File: config.mk
export PLATFORM = sky130hd
export DESIGN_NAME = wdog_timer
export DESIGN_NICKNAME = d
export VERILOG_FILES = /design/src/rtl/wdog_pkg.sv /design/src/rtl/wdog_prescaler.sv /design/src/rtl/wdog_stretch.sv /design/src/rtl/wdog_timer.sv
export SDC_FILE = /design/constraint.sdc
export NUM_CORES = 1
export LEC_CHECK = 0
export ABC_AREA = 1
export BUFFER_PORTS_ARGS = -buffer_cell sky130_fd_sc_hd__buf_2
export CORE_UTILIZATION = 39
export CTS_CLUSTER_DIAMETER = 40
export DETAILED_ROUTE_END_ITERATION = 8
export SYNTH_ARGS = -nofsm -noshare
export SYNTH_HDL_FRONTEND = slang
export SYNTH_SLANG_ARGS = --single-unit
File: constraint.sdc
create_clock -name clk -period 6.3 [get_ports clk]
set_input_delay 0.63 -clock clk [delete_from_list [all_inputs] [get_ports clk]]
set_output_delay 0.63 -clock clk [all_outputs]
set_load 0.05 [all_outputs]
File: src/rtl/wdog_pkg.sv
// Shared constants, register layouts and the divisor table of the watchdog.
// Assumes an 8-bit register file and a 16-bit keyed write word.
package wdog_pkg;
    localparam int REG_W = 8;
    localparam int CNT_W = 8;
    localparam int KEY_W = 8;
    localparam int BUS_W = KEY_W + REG_W;
    localparam int SEL_W = 3;
    localparam int PRE_W = 13;

    // Control register layout as stored (reserved bits are not stored)
    typedef struct packed {
        logic             flag;
        logic             mode;
        logic             run;
        logic [SEL_W-1:0] sel;
    } ctrl_t;

    // Reset status register layout as stored (low five bits read as 1)
    typedef struct packed {
        logic wd_flag;
        logic rst_en;
        logic rst_kind;
    } rsts_t;

    localparam ctrl_t CTRL_INIT = '0;
    localparam rsts_t RSTS_INIT = '0;

    // Terminal prescaler value (divisor minus one) for each select code
    function automatic logic [PRE_W-1:0] div_last(input logic [SEL_W-1:0] code);
        case (code)
            3'd0:    div_last = PRE_W'(1);
            3'd1:    div_last = PRE_W'(63);
            3'd2:    div_last = PRE_W'(127);
            3'd3:    div_last = PRE_W'(255);
            3'd4:    div_last = PRE_W'(511);
            3'd5:    div_last = PRE_W'(1023);
            3'd6:    div_last = PRE_W'(4095);
            default: div_last = PRE_W'(8191);
        endcase
    endfunction
endpackage

File: src/rtl/wdog_prescaler.sv
// Divides the system clock down to a one-cycle count tick.
// Assumes the select may change while running; a count already past
// the new terminal value ticks at once and restarts from zero.
module wdog_prescaler
    import wdog_pkg::*;
(
    input  logic             clk,
    input  logic             rst_n,
    input  logic             run,
    input  logic [SEL_W-1:0] sel,
    output logic             tick
);
    logic [PRE_W-1:0] pre_q;

    assign tick = run && (pre_q >= div_last(sel));

    // Free-running divider, held at zero while stopped
    always_ff @(posedge clk) begin
        if (!rst_n)
            pre_q <= '0;
        else if (!run || tick)
            pre_q <= '0;
        else
            pre_q <= pre_q + 1'b1;
    end
endmodule

File: src/rtl/wdog_stretch.sv
// Stretches a one-cycle event to exactly HOLD cycles, starting on the
// edge of the event. A new event reloads the full length.
// Assumes HOLD >= 1.
module wdog_stretch #(
    parameter int HOLD = 128
) (
    input  logic clk,
    input  logic rst_n,
    input  logic clr,
    input  logic fire,
    output logic active
);
    localparam int W = $clog2(HOLD + 1);

    logic [W-1:0] left_q;

    assign active = (left_q != '0);

    // Remaining-cycle counter
    always_ff @(posedge clk) begin
        if (!rst_n)
            left_q <= '0;
        else if (clr)
            left_q <= '0;
        else if (fire)
            left_q <= W'(HOLD);
        else if (left_q != '0)
            left_q <= left_q - 1'b1;
    end
endmodule

File: src/rtl/wdog_timer.sv
// Watchdog / interval timer: keyed register bus, prescaled 8-bit count,
// overflow flag, stretched overflow and internal reset outputs.
// Assumes a synchronous active-low external reset and a one-cycle
// standby entry strobe; reads are combinational.
module wdog_timer
    import wdog_pkg::*;
#(
    parameter logic [KEY_W-1:0] CTRL_KEY = 8'hA5,
    parameter logic [KEY_W-1:0] RSTS_KEY = 8'h5A,
    parameter int               OVF_HOLD = 512,
    parameter int               RST_HOLD = 128
) (
    input  logic             clk,
    input  logic             rst_n,
    input  logic             standby,
    input  logic             bus_wr,
    input  logic             bus_rd,
    input  logic [1:0]       bus_addr,
    input  logic [BUS_W-1:0] bus_wdata,
    output logic [REG_W-1:0] bus_rdata,
    output logic             ovf_o,
    output logic             rst_req_o,
    output logic             rst_kind_o,
    output logic             irq_o
);
    localparam logic [1:0] A_CTRL = 2'd0;
    localparam logic [1:0] A_CNT  = 2'd1;
    localparam logic [1:0] A_RSTS = 2'd2;

    ctrl_t            ctrl_q, ctrl_d;
    rsts_t            rsts_q, rsts_d;
    logic [CNT_W-1:0] cnt_q;
    logic             armed_q;
    logic             tick, ovf_evt, wd_evt, int_rst, reinit;
    logic             wr_ctrl, wr_rsts;
    logic [KEY_W-1:0] key;
    logic [REG_W-1:0] wdat;
    logic             unused_bits;

    assign key         = bus_wdata[BUS_W-1:REG_W];
    assign wdat        = bus_wdata[REG_W-1:0];
    assign unused_bits = ^wdat[4:0];
    assign wr_ctrl     = bus_wr && bus_addr == A_CTRL && key == CTRL_KEY;
    assign wr_rsts     = bus_wr && bus_addr == A_RSTS && key == RSTS_KEY;

    wdog_prescaler u_pre (
        .clk  (clk),
        .rst_n(rst_n),
        .run  (ctrl_q.run),
        .sel  (ctrl_q.sel),
        .tick (tick)
    );

    assign ovf_evt = tick && (cnt_q == '1);
    assign wd_evt  = ovf_evt && ctrl_q.mode;
    assign int_rst = wd_evt && rsts_q.rst_en;
    assign reinit  = standby || int_rst;

    // Next control value: keyed field update, flag set beats flag clear
    always_comb begin
        ctrl_d = ctrl_q;
        if (wr_ctrl) begin
            ctrl_d.mode = wdat[6];
            ctrl_d.run  = wdat[5];
            ctrl_d.sel  = wdat[SEL_W-1:0];
            if (!wdat[7] && armed_q)
                ctrl_d.flag = 1'b0;
        end
        if (ovf_evt)
            ctrl_d.flag = 1'b1;
    end

    // Control register storage
    always_ff @(posedge clk) begin
        if (!rst_n || reinit)
            ctrl_q <= CTRL_INIT;
        else
            ctrl_q <= ctrl_d;
    end

    // Flag-clear arming: a read that saw the flag set
    always_ff @(posedge clk) begin
        if (!rst_n || reinit || wr_ctrl)
            armed_q <= 1'b0;
        else if (bus_rd && bus_addr == A_CTRL && ctrl_q.flag)
            armed_q <= 1'b1;
    end

    // Count register: cleared while stopped, wraps on overflow
    always_ff @(posedge clk) begin
        if (!rst_n || reinit || !ctrl_q.run)
            cnt_q <= '0;
        else if (tick)
            cnt_q <= cnt_q + 1'b1;
    end

    // Next reset status value
    always_comb begin
        rsts_d = rsts_q;
        if (wr_rsts) begin
            rsts_d.rst_en   = wdat[6];
            rsts_d.rst_kind = wdat[5];
            if (!wdat[7])
                rsts_d.wd_flag = 1'b0;
        end
        if (wd_evt)
            rsts_d.wd_flag = 1'b1;
    end

    // Reset status storage: survives the internal reset
    always_ff @(posedge clk) begin
        if (!rst_n || standby)
            rsts_q <= RSTS_INIT;
        else
            rsts_q <= rsts_d;
    end

    wdog_stretch #(.HOLD(OVF_HOLD)) u_ovf (
        .clk   (clk),
        .rst_n (rst_n),
        .clr   (standby),
        .fire  (wd_evt),
        .active(ovf_o)
    );

    wdog_stretch #(.HOLD(RST_HOLD)) u_rst (
        .clk   (clk),
        .rst_n (rst_n),
        .clr   (standby),
        .fire  (int_rst),
        .active(rst_req_o)
    );

    assign rst_kind_o = rst_req_o && rsts_q.rst_kind;
    assign irq_o      = ctrl_q.flag && !ctrl_q.mode;

    // Read multiplexer
    always_comb begin
        case (bus_addr)
            A_CTRL:  bus_rdata = {ctrl_q.flag, ctrl_q.mode, ctrl_q.run, 2'b11, ctrl_q.sel};
            A_CNT:   bus_rdata = REG_W'(cnt_q);
            A_RSTS:  bus_rdata = {rsts_q.wd_flag, rsts_q.rst_en, rsts_q.rst_kind, 5'b11111};
            default: bus_rdata = '0;
        endcase
    end
endmodule

# Yosys cells after proc, flatten, opt, wreduce, memory -nomap -nowiden
# Index checks and enable logic that the tools add are counted.
# totals
in_bits	23
ff_bits	49
# op_classes
n_mux	12
reduce_logical	38
bitwise_logic	1
n_addsub	4
eq_ne	12
magnitude_cmp	1
# op_table
op	count
$pmux 13 s7	1
$pmux 8 s3	1
$mux 10	2
$eq 8x8->1 const B	2
$mux 8	2
$add 13x1->13 const B	1
$ge 13x13->1	1
$logic_and 1x1->1	13
$reduce_bool 10->1	1
$reduce_bool 2->1	5
$sub 10x1->10 const B	1
$eq 3x3->1 const B	3
$add 8x1->8 const B	1
$eq 8x7->1 const B	1
$reduce_bool 8->1	1
$sub 8x1->8 const B	1
$eq 3x2->1 const B	2
$logic_or 1x1->1	6
$mux 6	1
$reduce_or 3->1	2
$logic_not 1->1	4
$mux 1	4
$reduce_and 2->1	2
$reduce_or 2->1	2
8 further kinds	8

# Logic depth before layout (Yosys ltp)
# depth
word_depth	10
mapped_depth	15

# Modules after synthesis
# Synthesis repeated with hierarchy kept, for this count alone.
# unflattened
hier_cells	425
hier_area_um2	3019.1
# by_module_without_submodules
module	n_inst	seq_area_each_um2	cells_each	area_each_um2
wdog_timer	1	360.3	153	1068.5
wdog_prescaler	1	260.2	130	917.1
wdog_stretch at u_ovf	1	200.2	79	566.8
wdog_stretch at u_rst	1	160.2	63	466.7

# Worst setup path after synthesis
# OpenSTA, ideal clock, no wires.
# synth_path
path_kind	input to output
start	in bus_addr[1]
end	out bus_rdata[6]
path_stages	4
t_arrival_ns	1.755
t_required_ns	5.670
slack_ns	3.915
path_cell_list	inv_1 > nor2_1 > inv_1 > o221ai_1
# synth_between
elab_chain_len	2
elab_cells_between_ends	4
cone_classes	eq/ne (2); mux (1); reduce/logical (1)
# synth_lines
item	line_no	rtl
start, declared	wdog_timer.sv:18	input logic [1:0] bus_addr,
$eq 2x2->1, or another cell as far along	wdog_timer.sv:139	case (bus_addr)
$pmux 8 s3 *	wdog_timer.sv:139	
end, declared	wdog_timer.sv:20	output logic [REG_W-1:0] bus_rdata,
# Mark *: on every way between the ends. The rest lies on a longest branch, timed or not.

# Worst setup path after layout
# layout_path
start	reg ctrl_q[1] in the netlist's numbering
end	reg u_rst.left_q[4]
# layout_between
elab_chain_len	8
elab_cells_between_ends	14
cone_classes	order compare (1); eq/ne (6); mux (1); reduce/logical (6)
# layout_lines
item	line_no	rtl
start, declared	wdog_timer.sv:30	ctrl_t ctrl_q, ctrl_d;
start signal, assigned	wdog_timer.sv:78	ctrl_q <= ctrl_d;
$eq 3x3->1, or another cell as far along	wdog_pkg.sv:31	case (code)
$pmux 13 s7 *	wdog_pkg.sv:31	
$ge 13x13->1 *	wdog_prescaler.sv:15	assign tick = run && (pre_q >= div_last(sel));
$logic_and 1x1->1 *	wdog_prescaler.sv:15	
$logic_and 1x1->1 *	wdog_timer.sv:54	assign ovf_evt = tick && (cnt_q == '1);
$logic_and 1x1->1 *	wdog_timer.sv:55	assign wd_evt = ovf_evt && ctrl_q.mode;
$logic_and 1x1->1 *	wdog_timer.sv:56	assign int_rst = wd_evt && rsts_q.rst_en;
$reduce_or 3->1 (no source line) *	-	
end signal, assigned	wdog_stretch.sv:26	left_q <= W'(HOLD);
end signal, assigned	wdog_stretch.sv:28	left_q <= left_q - 1'b1;
end, declared	wdog_stretch.sv:15	logic [W-1:0] left_q;
# Marks and branches as above.
# A chain may end at the register's enable or synchronous reset.

==> summary.md <==
| Metric | Value |
|---|---|
| Status | `complete, no violations` |
| Syn Nets | `446` |
| Power per cell area | `355.1 nW/um^2` |
| Final TNS setup | `0 ps` |
| # fillers | `729` |
| #FFs+latches synth | `49` |
| Req. time, crit path | `6500 ps` |
| Share of flip-flops with an asynchronous set or reset | `0%` |
| Arrival @ worst endpoint | `2850 ps` |
| Crit-path max FO | `14` |
| Area delta synth->final | `13.22%` |
| Global-route wire length before repair | `9.584 mm` |
| Slew @ Worst Pin | `604.1 ps` |
| Max-Cap Viols | `0` |
| Clock slew at reported path FFs | `90 ps` |
| DRT iter0 DRCs | `64` |
| Number of distinct library cells after synthesis | `29` |
| # resized after CTS | `0` |
| Sequential group share of total power | `34.2%` |
| Clk Latency, worst-skew pair | `310 ps` |
| Largest net degree at the start of global routing | `17` |
| Most frequently used cell type in the post-synthesis netlist | `nand2_1` |
| Core area | `6832 sq um` |
| Switch share | `42.18%` |
| Post-synth top area cell | `dfxtp_1` |
| CTS tree | `yes` |
| Simple-Gate Fraction of Synth Area | `29.79%` |
| Kind of critical path | `register to register` |
| R2r setup slk | `3640 ps` |
| Final Critical Period | `2655 ps` |
| Ys Warns | `0` |
| Final worst-path cycle share | `42.15%` |
| Xor/xnor share of the synthesized area | `5.387%` |
| Initial antenna violation count | `0` |
| Antenna Nets Post-Route | `0` |
| H-Tree Depth | `2` |
| Commonest cells post-synth | `83 x nand2_1, 77 x inv_1, 65 x nor2_1` |
| Cell Area, Placed | `3014 sq um` |
| RSZ-0062 raised after global routing | `no` |
| Port Buf Inserts | `32` |
| Final Wtd Congestion | `0.7592` |
| TritonCTS sink count | `49` |
| Hold crit path type | `register to register` |
| Logic pwr share | `45.0%` |
| FF-to-FF Start | `ctrl_q[1]` |
| Mapped Avg Cell Area | `6.791 sq um` |
| CP Capture Point | `u_rst.left_q[4]` |
| IO Count | `35` |
| VDD IR-drop max | `0.0003923 V` |
| Cell row count | `30` |
| Final Hold Fails | `0` |
| DP Worst Slack | `3644 ps` |
| Power Total | `1.111 mW` |
| # DRC | `0` |
| Nets | `480` |
| Startpoint type of the worst setup path | `register` |
| GR Overflow Total | `0` |
| P_int | `0.6425 mW` |
| Top cells by area, synth | `dfxtp_1 35%, nand2_1 11%, inv_1 10%` |
| Relative slew slack | `59.61%` |
| Worst Skew | `7.045 ps` |
| Register area share after synthesis | `35.49%` |
| Initial Utilization | `40.46%` |
| Final setup viols | `0` |
| Post-route cell area | `3129 sq um` |
| CTS Buf Count | `5` |
| FMAX | `0.3766 GHz` |
| Vias in the first global route | `2,219` |
| Hold WS | `469.5 ps` |
| Drt first pass iters | `5` |
| Die Y | `86.19 um` |
| N_diodes | `0` |
| # Post-CTS Setup Buffers | `0` |
| Vias per cell | `4.537` |
| Worst setup EP type | `register` |
| Setup ws final | `3645 ps` |
| Synthesized netlist cell count | `407` |
| CP Launch Point | `ctrl_q[1]` |
| FF-to-FF End | `u_rst.left_q[4]` |
| Die area | `7428 sq um` |
| Post-synthesis compound-gate area fraction | `10.55%` |
| Post-CTS Hold Buffers | `0` |
| Fraction of layout cells with a size suffix above 1 | `11.09%` |
| HPWL Detailed | `4.250 mm` |
| Via Count | `2,441` |
| Routed wire length | `5.399 mm` |
| Switching power | `0.4687 mW` |
| Cells on worst reg2reg path | `13` |
| WL/cell | `10.04 um` |
| Top cell type's share of synthesized area | `35.49%` |
| Number of synthesized flops with an enable pin | `0` |
| Max-slew violation count | `0` |
| Main combinational cell family by area after synthesis | `simple AND/OR/NAND/NOR gates` |
| Total Routing Usage GR | `16.11%` |
| Synth Flop Type | `dfxtp_1` |
| Post-synthesis mux area share | `0%` |
| Post-Synth Adder-Cell Area | `7.243%` |
| Clock share of power | `20.8%` |
| Leakage | `1.328 nW` |
| Post-Syn Area | `2764 sq um` |
| Die W | `86.19 um` |
| Max Root-Sink Buffers | `2` |
| CTS root buf | `clkbuf_8` |
[layout by cell type, fill, tap and decap left out, drive strengths merged]
cell and count:
xor2 13, clkbuf 5, inv 77, a31oi 2, ha 16, nand2 85, a21oi 23, xnor2 4
clkinv 1, nor2 66, o21a 1, nand3b 3, nor3 8, or2 2, nor4 2, bufinv 1
nor3b 4, dfxtp 49, buf 32, o21ai 20, clkinvlp 1, nand4 6, or3 1, nand3 14
o221ai 6
[area by class of cell]
type	count	area, sq um	area share (%)
clock buffer	5	68.82	2.199
clock inverter	3	46.29	1.479
inverter	77	289.0	9.236
multi-input combinational	276	1464	46.78
sequential	49	980.9	31.35
tap	96	120.1	3.838
timing repair buffer	32	160.2	5.118
[routing by layer]
layer	global-route usage [%]	up-vias	part of all wire [%]	wire, um
met1	21.58	1065	53	2887
met2	25.97	21	42	2294
met4	5.455	0	1.4	73
li1	-	1349	-	-
met5	0	-	0	0
met3	3.143	6	2.7	144
[power by group through the flow]
stage | Combinational [mW] | Clock, mW | Sequential, mW
5_1_grt | 0.579 | 0.250 | 0.385
4_1_cts | 0.504 | 0.239 | 0.380
3_5_place_dp | 0.501 | 0 | 0.387
6_report | 0.500 | 0.231 | 0.380
3_3_place_gp | 0.499 | 0 | 0.387
2_1_floorplan | 0.421 | 0 | 0.382
[state kept, by name, summed over array words and instances (netlist names)]
name and cells:
rsts_q 3, cnt_q 8, ctrl_q 6, armed_q 1
u_pre.pre_q 13, u_ovf.left_q 10, u_rst.left_q 8
[logic make-up after synthesis]
logic type | after synthesis
flip-flops | 49
AND/OR/NAND/NOR | 191
AO/OA/AOI/OAI | 52
XOR/XNOR | 17
adder cells (fa/ha/maj) | 16
buffers and inverters | 82
[critical path, cell delays in order, from the launching register on]
cell	delay, ps
dfxtp_1	440
inv_1	90
nand2_1	100
nor2_1	100
ha_1	320
nand2_1	70
nor2_1	110
nand2_1	50
nand3_1	70
nand2_1	110
a21oi_2	450
nand4_2	260
nand2_2	300
nor2_1	80
[how the worst min path moves through the flow]
stage	from	endpoint	slack [ps]	depth (start not counted)
2_1_floorplan	u_pre.pre_q[0]	u_pre.pre_q[0]	430	1
3_3_place_gp	u_pre.pre_q[0]	u_pre.pre_q[0]	450	1
3_5_place_dp	u_pre.pre_q[0]	u_pre.pre_q[0]	460	1
4_1_cts	u_ovf.left_q[0]	u_ovf.left_q[0]	470	2
5_1_grt	u_ovf.left_q[0]	u_ovf.left_q[0]	500	2
6_report	u_ovf.left_q[0]	u_ovf.left_q[0]	470	2
[metrics by stage]
| stage | std cells | util, % |
|---|---|---|
| 6_report | 538 | 45.81 |
| 5_1_grt | 538 | 45.81 |
| 4_1_cts | 538 | 45.81 |
| 3_5_place_dp | 530 | 44.12 |
| 3_3_place_gp | 530 | 44.12 |
| 2_1_floorplan | 407 | - |
No activity file was read; power rests on OpenSTA's default activity.
